## src/rtl/ecc_errlog_pkg.sv

```systemverilog
package ecc_errlog_pkg;

    localparam int WORD_W   = 32;
    localparam int BUS_AW   = 8;
    localparam int CE_CNT_W = 8;
    localparam int UE_CNT_W = 4;

    localparam logic [BUS_AW-1:0] OFS_KEY = 8'h00;
    localparam logic [BUS_AW-1:0] OFS_CFG = 8'h04;
    localparam logic [BUS_AW-1:0] OFS_CTL = 8'h50;
    localparam logic [BUS_AW-1:0] OFS_UEA = 8'h58;
    localparam logic [BUS_AW-1:0] OFS_CEA = 8'h5C;

    localparam logic [WORD_W-1:0] UNLOCK_KEY = 32'hFC60_0309;
    localparam logic [WORD_W-1:0] LOCK_KEY   = ~UNLOCK_KEY;

    localparam int CTL_CLR_BIT  = 31;
    localparam int CTL_CE_LSB   = 16;
    localparam int CTL_UE_LSB   = 12;
    localparam int CTL_CE_EN    = 0;
    localparam int CTL_UE_EN    = 1;
    localparam int CFG_ECC_BIT  = 7;
    localparam int CFG_TYPE_BIT = 4;

    typedef enum logic [2:0] {
        SEL_KEY,
        SEL_CFG,
        SEL_CTL,
        SEL_UEA,
        SEL_CEA,
        SEL_NONE
    } reg_sel_e;

    typedef enum logic {
        ST_LOCKED   = 1'b0,
        ST_UNLOCKED = 1'b1
    } lock_e;

    typedef struct packed {
        logic clr;
        logic ue_en;
        logic ce_en;
    } ctl_t;

    typedef struct packed {
        logic ecc_on;
        logic ddr4;
    } cfg_t;

    function automatic reg_sel_e decode_ofs(input logic [BUS_AW-1:0] ofs);
        case (ofs)
            OFS_KEY: return SEL_KEY;
            OFS_CFG: return SEL_CFG;
            OFS_CTL: return SEL_CTL;
            OFS_UEA: return SEL_UEA;
            OFS_CEA: return SEL_CEA;
            default: return SEL_NONE;
        endcase
    endfunction

    function automatic cfg_t cfg_from_word(input logic [WORD_W-1:0] w);
        cfg_t c;
        c.ecc_on = w[CFG_ECC_BIT];
        c.ddr4   = w[CFG_TYPE_BIT];
        return c;
    endfunction

    function automatic logic [WORD_W-1:0] cfg_to_word(input cfg_t c);
        logic [WORD_W-1:0] w;
        w = '0;
        w[CFG_ECC_BIT]  = c.ecc_on;
        w[CFG_TYPE_BIT] = c.ddr4;
        return w;
    endfunction

endpackage

```

## src/rtl/errlog_keylock.sv

```systemverilog
module errlog_keylock
    import ecc_errlog_pkg::*;
(
    input  logic              clk,
    input  logic              rst,
    input  logic              key_wr,
    input  logic [WORD_W-1:0] key_data,
    output logic              unlocked
);

    lock_e state;

    always_ff @(posedge clk) begin
        if (rst) begin
            state <= ST_LOCKED;
        end else if (key_wr) begin
            if (key_data == UNLOCK_KEY) begin
                state <= ST_UNLOCKED;
            end else if (key_data == LOCK_KEY) begin
                state <= ST_LOCKED;
            end
        end
    end

    assign unlocked = (state == ST_UNLOCKED);

    // the exact key opens the register set
    a_r2_key_opens: assert property (@(posedge clk) disable iff (rst)
        key_wr && key_data == UNLOCK_KEY |=> unlocked);

    // the inverse key closes it
    a_r2_inverse_closes: assert property (@(posedge clk) disable iff (rst)
        key_wr && key_data == LOCK_KEY |=> !unlocked);

    // any other value leaves the state alone
    a_r2_other_holds: assert property (@(posedge clk) disable iff (rst)
        key_wr && key_data != UNLOCK_KEY && key_data != LOCK_KEY |=> $stable(unlocked));

endmodule

```

## src/rtl/errlog_tally.sv

```systemverilog
module errlog_tally #(
    parameter int CNT_W      = 8,
    parameter int AW         = 32,
    parameter bit KEEP_FIRST = 1'b0
) (
    input  logic             clk,
    input  logic             rst,
    input  logic             clr,
    input  logic             hit,
    input  logic [AW-1:0]    hit_addr,
    output logic [CNT_W-1:0] cnt,
    output logic [AW-1:0]    cap_addr
);

    localparam logic [CNT_W-1:0] CNT_MAX = '1;

    logic at_max;
    logic take_addr;

    assign at_max = (cnt == CNT_MAX);

    always_ff @(posedge clk) begin
        if (rst || clr) begin
            cnt <= '0;
        end else if (hit && !at_max) begin
            cnt <= cnt + 1'b1;
        end
    end

    generate
        if (KEEP_FIRST) begin : g_first
            assign take_addr = hit && (cnt == '0);
        end else begin : g_latest
            assign take_addr = hit;
        end
    endgenerate

    always_ff @(posedge clk) begin
        if (rst || clr) begin
            cap_addr <= '0;
        end else if (take_addr) begin
            cap_addr <= hit_addr;
        end
    end

    // a full counter stays full
    a_r4_no_overflow: assert property (@(posedge clk) disable iff (rst)
        at_max && !clr |=> cnt == CNT_MAX);

    // one step per pulse below the limit
    a_r4_step: assert property (@(posedge clk) disable iff (rst)
        hit && !clr && !at_max |=> cnt == $past(cnt) + 1'b1);

    // a held clear zeroes count and address
    a_r5_clear_zeroes: assert property (@(posedge clk) disable iff (rst)
        clr |=> cnt == '0 && cap_addr == '0);

    generate
        if (KEEP_FIRST) begin : g_chk_first
            // once logged, the first address is kept
            a_r6_first_kept: assert property (@(posedge clk) disable iff (rst)
                cnt != '0 && !clr |=> $stable(cap_addr));
        end else begin : g_chk_latest
            // every pulse replaces the address
            a_r7_latest_taken: assert property (@(posedge clk) disable iff (rst)
                hit && !clr |=> cap_addr == $past(hit_addr));
        end
    endgenerate

endmodule

```

## src/rtl/ecc_errlog.sv

```systemverilog
module ecc_errlog
    import ecc_errlog_pkg::*;
#(
    parameter int          ERR_AW    = 32,
    parameter logic [31:0] CFG_RESET = 32'h0000_0090
) (
    input  logic              clk,
    input  logic              rst,
    input  logic [7:0]        bus_addr,
    input  logic              bus_wr,
    input  logic [31:0]       bus_wdata,
    output logic [31:0]       bus_rdata,
    input  logic              ce_hit,
    input  logic [ERR_AW-1:0] ce_addr,
    input  logic              ue_hit,
    input  logic [ERR_AW-1:0] ue_addr,
    output logic              irq
);

    reg_sel_e sel;
    logic     unlocked;
    logic     key_wr;
    logic     cfg_wr;
    logic     ctl_wr;
    ctl_t     ctl_q;
    cfg_t     cfg_q;

    logic [CE_CNT_W-1:0] ce_cnt;
    logic [UE_CNT_W-1:0] ue_cnt;
    logic [ERR_AW-1:0]   ce_cap;
    logic [ERR_AW-1:0]   ue_cap;
    logic [WORD_W-1:0]   ctl_word;

    assign sel    = decode_ofs(bus_addr);
    assign key_wr = bus_wr && (sel == SEL_KEY);
    assign cfg_wr = bus_wr && unlocked && (sel == SEL_CFG);
    assign ctl_wr = bus_wr && unlocked && (sel == SEL_CTL);

    errlog_keylock u_lock (
        .clk      (clk),
        .rst      (rst),
        .key_wr   (key_wr),
        .key_data (bus_wdata),
        .unlocked (unlocked)
    );

    always_ff @(posedge clk) begin
        if (rst) begin
            cfg_q <= cfg_from_word(CFG_RESET);
        end else if (cfg_wr) begin
            cfg_q <= cfg_from_word(bus_wdata);
        end
    end

    always_ff @(posedge clk) begin
        if (rst) begin
            ctl_q <= '0;
        end else if (ctl_wr) begin
            ctl_q.clr   <= bus_wdata[CTL_CLR_BIT];
            ctl_q.ue_en <= bus_wdata[CTL_UE_EN];
            ctl_q.ce_en <= bus_wdata[CTL_CE_EN];
        end
    end

    errlog_tally #(
        .CNT_W      (CE_CNT_W),
        .AW         (ERR_AW),
        .KEEP_FIRST (1'b0)
    ) u_ce (
        .clk      (clk),
        .rst      (rst),
        .clr      (ctl_q.clr),
        .hit      (ce_hit),
        .hit_addr (ce_addr),
        .cnt      (ce_cnt),
        .cap_addr (ce_cap)
    );

    errlog_tally #(
        .CNT_W      (UE_CNT_W),
        .AW         (ERR_AW),
        .KEEP_FIRST (1'b1)
    ) u_ue (
        .clk      (clk),
        .rst      (rst),
        .clr      (ctl_q.clr),
        .hit      (ue_hit),
        .hit_addr (ue_addr),
        .cnt      (ue_cnt),
        .cap_addr (ue_cap)
    );

    always_comb begin
        ctl_word = '0;
        ctl_word[CTL_CLR_BIT] = ctl_q.clr;
        ctl_word[CTL_CE_LSB +: CE_CNT_W] = ce_cnt;
        ctl_word[CTL_UE_LSB +: UE_CNT_W] = ue_cnt;
        ctl_word[CTL_UE_EN] = ctl_q.ue_en;
        ctl_word[CTL_CE_EN] = ctl_q.ce_en;
    end

    always_comb begin
        case (sel)
            SEL_KEY: bus_rdata = {{(WORD_W-1){1'b0}}, unlocked};
            SEL_CFG: bus_rdata = cfg_to_word(cfg_q);
            SEL_CTL: bus_rdata = ctl_word;
            SEL_UEA: bus_rdata = WORD_W'(ue_cap);
            SEL_CEA: bus_rdata = WORD_W'(ce_cap);
            default: bus_rdata = '0;
        endcase
    end

    assign irq = (ctl_q.ce_en && ce_cnt != '0) || (ctl_q.ue_en && ue_cnt != '0);

    // a locked write cannot move the control bits
    a_r3_locked_ctl: assert property (@(posedge clk) disable iff (rst)
        !unlocked && bus_wr && sel == SEL_CTL |=> $stable(ctl_q));

    // a locked write cannot move the configuration
    a_r3_locked_cfg: assert property (@(posedge clk) disable iff (rst)
        !unlocked && bus_wr && sel == SEL_CFG |=> $stable(cfg_q));

    // a cycle of clear leaves the interrupt low
    a_r8_clear_quiets: assert property (@(posedge clk) disable iff (rst)
        ctl_q.clr |=> !irq);

    // no enables, no interrupt
    a_r8_needs_enable: assert property (@(posedge clk) disable iff (rst)
        !ctl_q.ce_en && !ctl_q.ue_en |-> !irq);

    // unmapped offsets read zero
    a_r10_unmapped_zero: assert property (@(posedge clk) disable iff (rst)
        sel == SEL_NONE |-> bus_rdata == '0);

endmodule

```

## config.mk

```make
export PLATFORM = sky130hd
export DESIGN_NAME = ecc_errlog
export DESIGN_NICKNAME = d
export VERILOG_FILES = /design/src/rtl/ecc_errlog_pkg.sv /design/src/rtl/errlog_keylock.sv /design/src/rtl/errlog_tally.sv /design/src/rtl/ecc_errlog.sv
export SDC_FILE = /design/constraint.sdc
export NUM_CORES = 1
export LEC_CHECK = 0
export BUFFER_PORTS_ARGS = -buffer_cell sky130_fd_sc_hd__clkbuf_2
export CAP_MARGIN = 30
export CORE_UTILIZATION = 46
export DETAILED_ROUTE_END_ITERATION = 10
export PLACE_DENSITY = 0.82
export REMOVE_ABC_BUFFERS = 1
export SLEW_MARGIN = 20
export SYNTH_ARGS = -nofsm -noshare
export SYNTH_HDL_FRONTEND = slang
export SYNTH_HIERARCHICAL = 1
export SYNTH_SLANG_ARGS = --single-unit
```

## constraint.sdc

```tcl
create_clock -name clk -period 2.6 [get_ports clk]
set_clock_uncertainty 0.15 [all_clocks]
set_input_delay 0.52 -clock clk [delete_from_list [all_inputs] [get_ports clk]]
set_output_delay 0.52 -clock clk [all_outputs]
set_load 0.02 [all_outputs]
```

=== Word-level counts from Yosys, hierarchy flattened ===
Cells that the tools add are included.
W data, S select, Z words.

* Bits in registers: 82
* Input port bits: 109
* Output and inout bits: 33
* Logic and storage cells: 48

* Add/subtract/negate cells: 2
* Eq/ne operators: 12
* Mux-type cells: 4
* Reduce and logical (&&, ||, !) cells: 20

{| class="wikitable"
|+ Operator list
! operator !! count
|-
| $pmux W32 S5 || 1
|-
| $eq A32 B26 Y1 const B || 1
|-
| $eq A32 B32 Y1 const B || 1
|-
| $eq A8 B7 Y1 const B || 3
|-
| $pmux W3 S5 || 1
|-
| $logic_and A1 B1 Y1 || 9
|-
| $add A8 B1 Y8 const B || 1
|-
| $eq A8 B3 Y1 const B || 1
|-
| $eq A8 B8 Y1 const B || 1
|-
| $logic_not A8 Y1 || 1
|-
| $reduce_bool A8 Y1 || 1
|-
| $eq A3 B2 Y1 const B || 2
|-
| $add A4 B1 Y4 const B || 1
|-
| $eq A4 B4 Y1 const B || 1
|-
| $logic_not A4 Y1 || 1
|-
| $reduce_bool A4 Y1 || 1
|-
| $eq A3 B1 Y1 const B || 1
|-
| $eq A3 B3 Y1 const B || 1
|-
| $logic_not A3 Y1 || 1
|-
| $logic_not A1 Y1 || 2
|-
| $logic_or A1 B1 Y1 || 2
|-
| $mux W1 || 2
|-
| $reduce_and A2 Y1 || 1
|-
| $reduce_bool A2 Y1 || 1
|}

=== Longest topological paths before layout ===
* Depth in word-level cells: 5
* Mapped depth: 7
* Depth with buffers taken out: 6

=== Cells and area by module ===
Netlist, hierarchy kept.

{| class="wikitable"
|+ By module, submodules not included
! module !! instances !! cells an instance !! area each (sq um) !! seq. area each (sq um)
|-
| errlog_tally at u_ce || 1 || 152 || 1556.5 || 800.8
|-
| errlog_tally at u_ue || 1 || 166 || 1415.1 || 720.7
|-
| ecc_errlog || 1 || 130 || 989.7 || 100.1
|-
| errlog_keylock || 1 || 27 || 221.5 || 20.0
|}

=== Worst setup path before layout ===
Ideal clock, no wire load.

* Kind: input port to flip-flop
* Start point: input bus_addr[2]
* End point: register u_lock.state (netlist: u_lock/unlocked)
* Setup time: 0.116 ns
* Arrival: 2.219 ns
* Data required time: 2.334 ns
* Path slack: 0.115 ns
* Cell stages on the path: 7
* Buffers on the path: 1
* Cell sequence: buf_2 > nor2_1 > and4_1 > or4bb_1 > nor4_2 > a31oi_1 > a31o_1

* Cells in the longest elaborated chain, start to end: 5
* Elaborated cells on any way between the ends: 9
* Classes of those cells: eq/ne (4); mux (1); reduce/logical (4)

{| class="wikitable"
|+ Ends and longest elaborated chain
! item !! RTL line !! RTL
|-
| start: declaration || ecc_errlog.sv:9 || <nowiki>input logic [7:0] bus_addr,</nowiki>
|-
| $eq A8 B7 Y1 (tied with other cells) || ecc_errlog_pkg.sv:51 || <nowiki>case (ofs)</nowiki>
|-
| $pmux W3 S5 (*) || ecc_errlog_pkg.sv:51 ||
|-
| $logic_not A3 Y1 (*) || ecc_errlog.sv:35 || <nowiki>assign key_wr = bus_wr && (sel == SEL_KEY);</nowiki>
|-
| $logic_and A1 B1 Y1 (*) || ecc_errlog.sv:35 ||
|-
| named net key_wr || ecc_errlog.sv:22 || <nowiki>logic key_wr;</nowiki>
|-
| $reduce_and A2 Y1 (no line) (*) || -- ||
|-
| end signal: assignment || errlog_keylock.sv:15 || <nowiki>state <= ST_LOCKED;</nowiki>
|-
| end signal: assignment || errlog_keylock.sv:18 || <nowiki>state <= ST_UNLOCKED;</nowiki>
|-
| end signal: assignment || errlog_keylock.sv:20 || <nowiki>state <= ST_LOCKED;</nowiki>
|-
| end: declaration || errlog_keylock.sv:11 || <nowiki>lock_e state;</nowiki>
|}

Mark *: on every way through the listed nets, which the timed path passes. The rest lies on a longest branch.
A chain may end at the register's enable or synchronous reset.

=== Worst setup path after layout ===
* Start point: input bus_addr[1]
* End point: output bus_rdata[18]

* Cells in the longest elaborated chain, start to end: 4
* Elaborated cells on any way between the ends: 12
* Classes of those cells: eq/ne (8); mux (2); reduce/logical (2)

{| class="wikitable"
|+ Ends and longest elaborated chain
! item !! RTL line !! RTL
|-
| $eq A8 B7 Y1 (tied with other cells) || ecc_errlog_pkg.sv:51 ||
|-
| $pmux W3 S5 (*) || ecc_errlog_pkg.sv:51 ||
|-
| $eq A3 B3 Y1 (tied with other cells) || ecc_errlog.sv:103 || <nowiki>case (sel)</nowiki>
|-
| $pmux W32 S5 (*) || ecc_errlog.sv:103 ||
|-
| end: declaration || ecc_errlog.sv:12 || <nowiki>output logic [31:0] bus_rdata,</nowiki>
|}

Every way passes the cells marked *; elsewhere a longest branch is shown, timed or not.

==> flow_metrics.py <==
metrics = {
    "status": {
        "outcome": "finished, final reports clean",
    },
    "sta": {
        "tns_ns": 0,
        "finalCriticalPeriod_ns": 2.49,
        "fin_crit_sh_pct": 95.8,
        "finalHoldViolations": 0,
        "layout_setup_ws_ns": 0.110,
        "hold_slack_ns": 0.237,
        "fmax_ghz": 0.402,
        "setup_violations": 0,
        "max_slew_margin_pct": 63.6,
        "maxSlewViolCount": 0,
        "worstMarginPinSlew_ns": 0.546,
        "rsz0062_at_grt": "no",
    },
    "route": {
        "drc": 0,
        "drt-initial-drc-count": 202,
        "routed_wl_um": 11200,
        "drt-pass1-iter-count": 4,
        "wire_per_inst_um": 15.5,
        "vias_per_cell": 5.48,
        "drtAntennaViolNets": 0,
        "vias": 3971,
    },
    "cts": {
        "postCtsSetupBuffers": 0,
        "cts-resized-gates": 0,
        "cts.sinks": 82,
        "htreeDepth": 3,
        "cts_tree": "yes",
        "worstSkewPairLatency_ns": 0.35,
        "cts_buffers": 9,
        "root_buffer": "clkbuf_8",
        "clk_path_buf_depth": 2,
        "hold_buffers": 0,
        "clkTransAtPathRegs_ns": 0.08,
    },
    "grt": {
        "grt_pass1_vias": 3871,
        "grt_pass1_wl_um": 17800,
        "grt_max_degree": 24,
        "track_usage_pct": 23.3,
        "grt_overflow_total": 0,
        "antenna_found_initial": 0,
    },
    "die": {
        "std_cell_rows": 34,
        "start_util_pct": 47.7,
        "core_um2": 8760,
        "die_area_um2": 9480,
        "boundaryPins": 142,
        "chipWidth_um": 97.4,
        "die_height_um": 97.4,
    },
    "run": {
        "cap_violations": 0,
    },
    "placement": {
        "hpwl_um": 8270,
        "port_buffers": 141,
        "globalplace.congestion": 0.869,
        "dp_slack_ns": 0.107,
    },
    "cells_and_area": {
        "layout-drive-gt1-share_pct": 34.3,
        "final_common_cell": "clkbuf_2",
        "nNetsFinal": 723,
        "synthToLayoutAreaGrowth_pct": 24.0,
        "final_cell_mix": "clkbuf_2 (141), dfxtp_1 (82), nand2_1 (77), nor2_1 (71), mux2i_1 (55)",
        "n_antenna_cell": 0,
    },
    "hold_path": {
        "hp-class": "in -> reg",
        "worst_hold_startpoint": "ue_addr[14]",
        "holdPathStages": 3,
        "whs_endpoint": "u_ue/cap_addr[14]$_SDFFE_PP0P_",
    },
    "worst_setup_path": {
        "worstSetupPathType": "in -> out",
        "startpoint_type": "primary input",
        "end_kind": "primary output",
        "crit_arrival_ns": 1.82,
        "rr_worst_depth": 6,
        "worst-endpoint-required_ns": 1.93,
        "crit_fanout": 7,
        "r2r-start": "u_ue/cnt[0]$_SDFFE_PP0P_",
        "r2r_end": "u_ue/cap_addr[11]$_SDFFE_PP0P_",
        "rrSetupSlack_ns": 0.72,
    },
    "synthesis": {
        "synth_area_um2": 4180,
        "yosys_warnings": 6,
        "synth_edf_count": 0,
        "synth-main-ff-cell": "dfxtp_1",
        "seq_area_frac_synth_pct": 39.2,
        "netlist_instances": 475,
        "syn_area_per_cell_um2": 8.81,
        "ys_seq_elements": 82,
        "async_flop_share_pct": 0,
        "ys_types": 54,
    },
    "power": {
        "peakVddDrop_uv": 295,
        "p_total_w": 0.00279,
        "p_leak_nw": 2.32,
        "p_per_area_nw_per_um2": 537,
    },
}
==> power breakdown <==
part / switching (W) / total [W] / internal [W]
Sequential: 0.0000413 / 0.00137 / 0.00133
Clock: 0.000457 / 0.00100 / 0.000545
Combinational: 0.000222 / 0.000417 / 0.000195
==> critical path, cell delays in order <==
cell	delay (ns)
clkbuf_2	0.10
nor4_4	0.29
buf_4	0.20
nand3_2	0.17
buf_4	0.22
nor2_1	0.14
clkbuf_2	0.19
==> layout make-up <==
| type | instances | area (um^2) |
|---|---|---|
| fillers | 803 | 3580 |
| multi-input cells | 356 | 2330 |
| flip-flops and latches | 82 | 1640 |
| repair buffers | 158 | 858 |
| clock buffers | 12 | 135 |
| well taps | 108 | 135 |
| clock inverters | 4 | 76.3 |
| inverters | 4 | 15.0 |
==> how the worst max path moves through the flow <==
stage / startpoint / to / slack (ns) / depth (start not counted)
after floorplan: bus_addr[3] / u_lock/unlocked$_SDFFE_PP0P_ / -0.06 / 6
after global placement: bus_addr[1] / u_lock/unlocked$_SDFFE_PP0P_ / 0.14 / 7
after detailed placement: bus_addr[1] / u_lock/unlocked$_SDFFE_PP0P_ / 0.11 / 7
after CTS: bus_addr[1] / bus_rdata[18] / 0.12 / 7
after global routing: bus_addr[1] / bus_rdata[17] / 0.04 / 7
final: bus_addr[1] / bus_rdata[18] / 0.11 / 7
==> synth_stat cells (all sizes together) (3+ instances only) <==
library cell | n | share of area, %
nand4 | 11 | 1.8
mux2 | 17 | 4.6
clkbuf | 5 | 0.45
nor4b | 3 | 0.63
inv | 4 | 0.36
ha | 3 | 0.90
buf | 28 | 4.3
or4 | 3 | 0.54
nor3 | 3 | 0.36
nand2 | 77 | 6.9
or4b | 3 | 0.72
mux2i | 55 | 13
o21ai | 5 | 0.60
nor2 | 71 | 6.4
and4 | 6 | 1.3
a21oi | 37 | 5.7
nand3 | 4 | 0.72
nand4b | 3 | 0.63
nor4 | 5 | 1.3
a22oi | 15 | 2.7
a211oi | 3 | 0.66
nand2b | 7 | 1.0
dfxtp | 82 | 39
==> registers in the layout (all words and copies together), names as in the netlist <==
register,count
cfg_q,2
ctl_q,3
u_ce/cap_addr,32
u_ce/cnt,8
u_lock/unlocked,1
u_ue/cap_addr,32
u_ue/cnt,4
==> per-layer routing <==
layer,up-vias,GRT usage (%),part of all wire [%]
li1,1956,-,-
met1,1864,29.3,43
met2,138,39.9,49
met3,13,5.40,6.1
met4,0,7.01,1.3
met5,-,0,0
==> kinds of logic after synthesis <==
family | Yosys count | share of synthesized area [%]
adder cells (fa/ha/maj) | 3 | 0.897
AND/OR/NAND/NOR | 209 | 24.9
multiplexers | 72 | 17.7
flip-flops | 82 | 39.2
AO/OA/AOI/OAI | 72 | 12.0
buffers and inverters | 37 | 5.14
==> through the flow <==
stage / util (%) / cell area [um^2] / cells
after floorplan: - / 3980 / 442
after global placement: 56.8 / 4980 / 708
after detailed placement: 56.8 / 4980 / 708
after CTS: 59.2 / 5190 / 724
after global routing: 59.2 / 5190 / 724
final: 59.2 / 5190 / 724
Note: power is estimated with default switching activity, not from simulation.
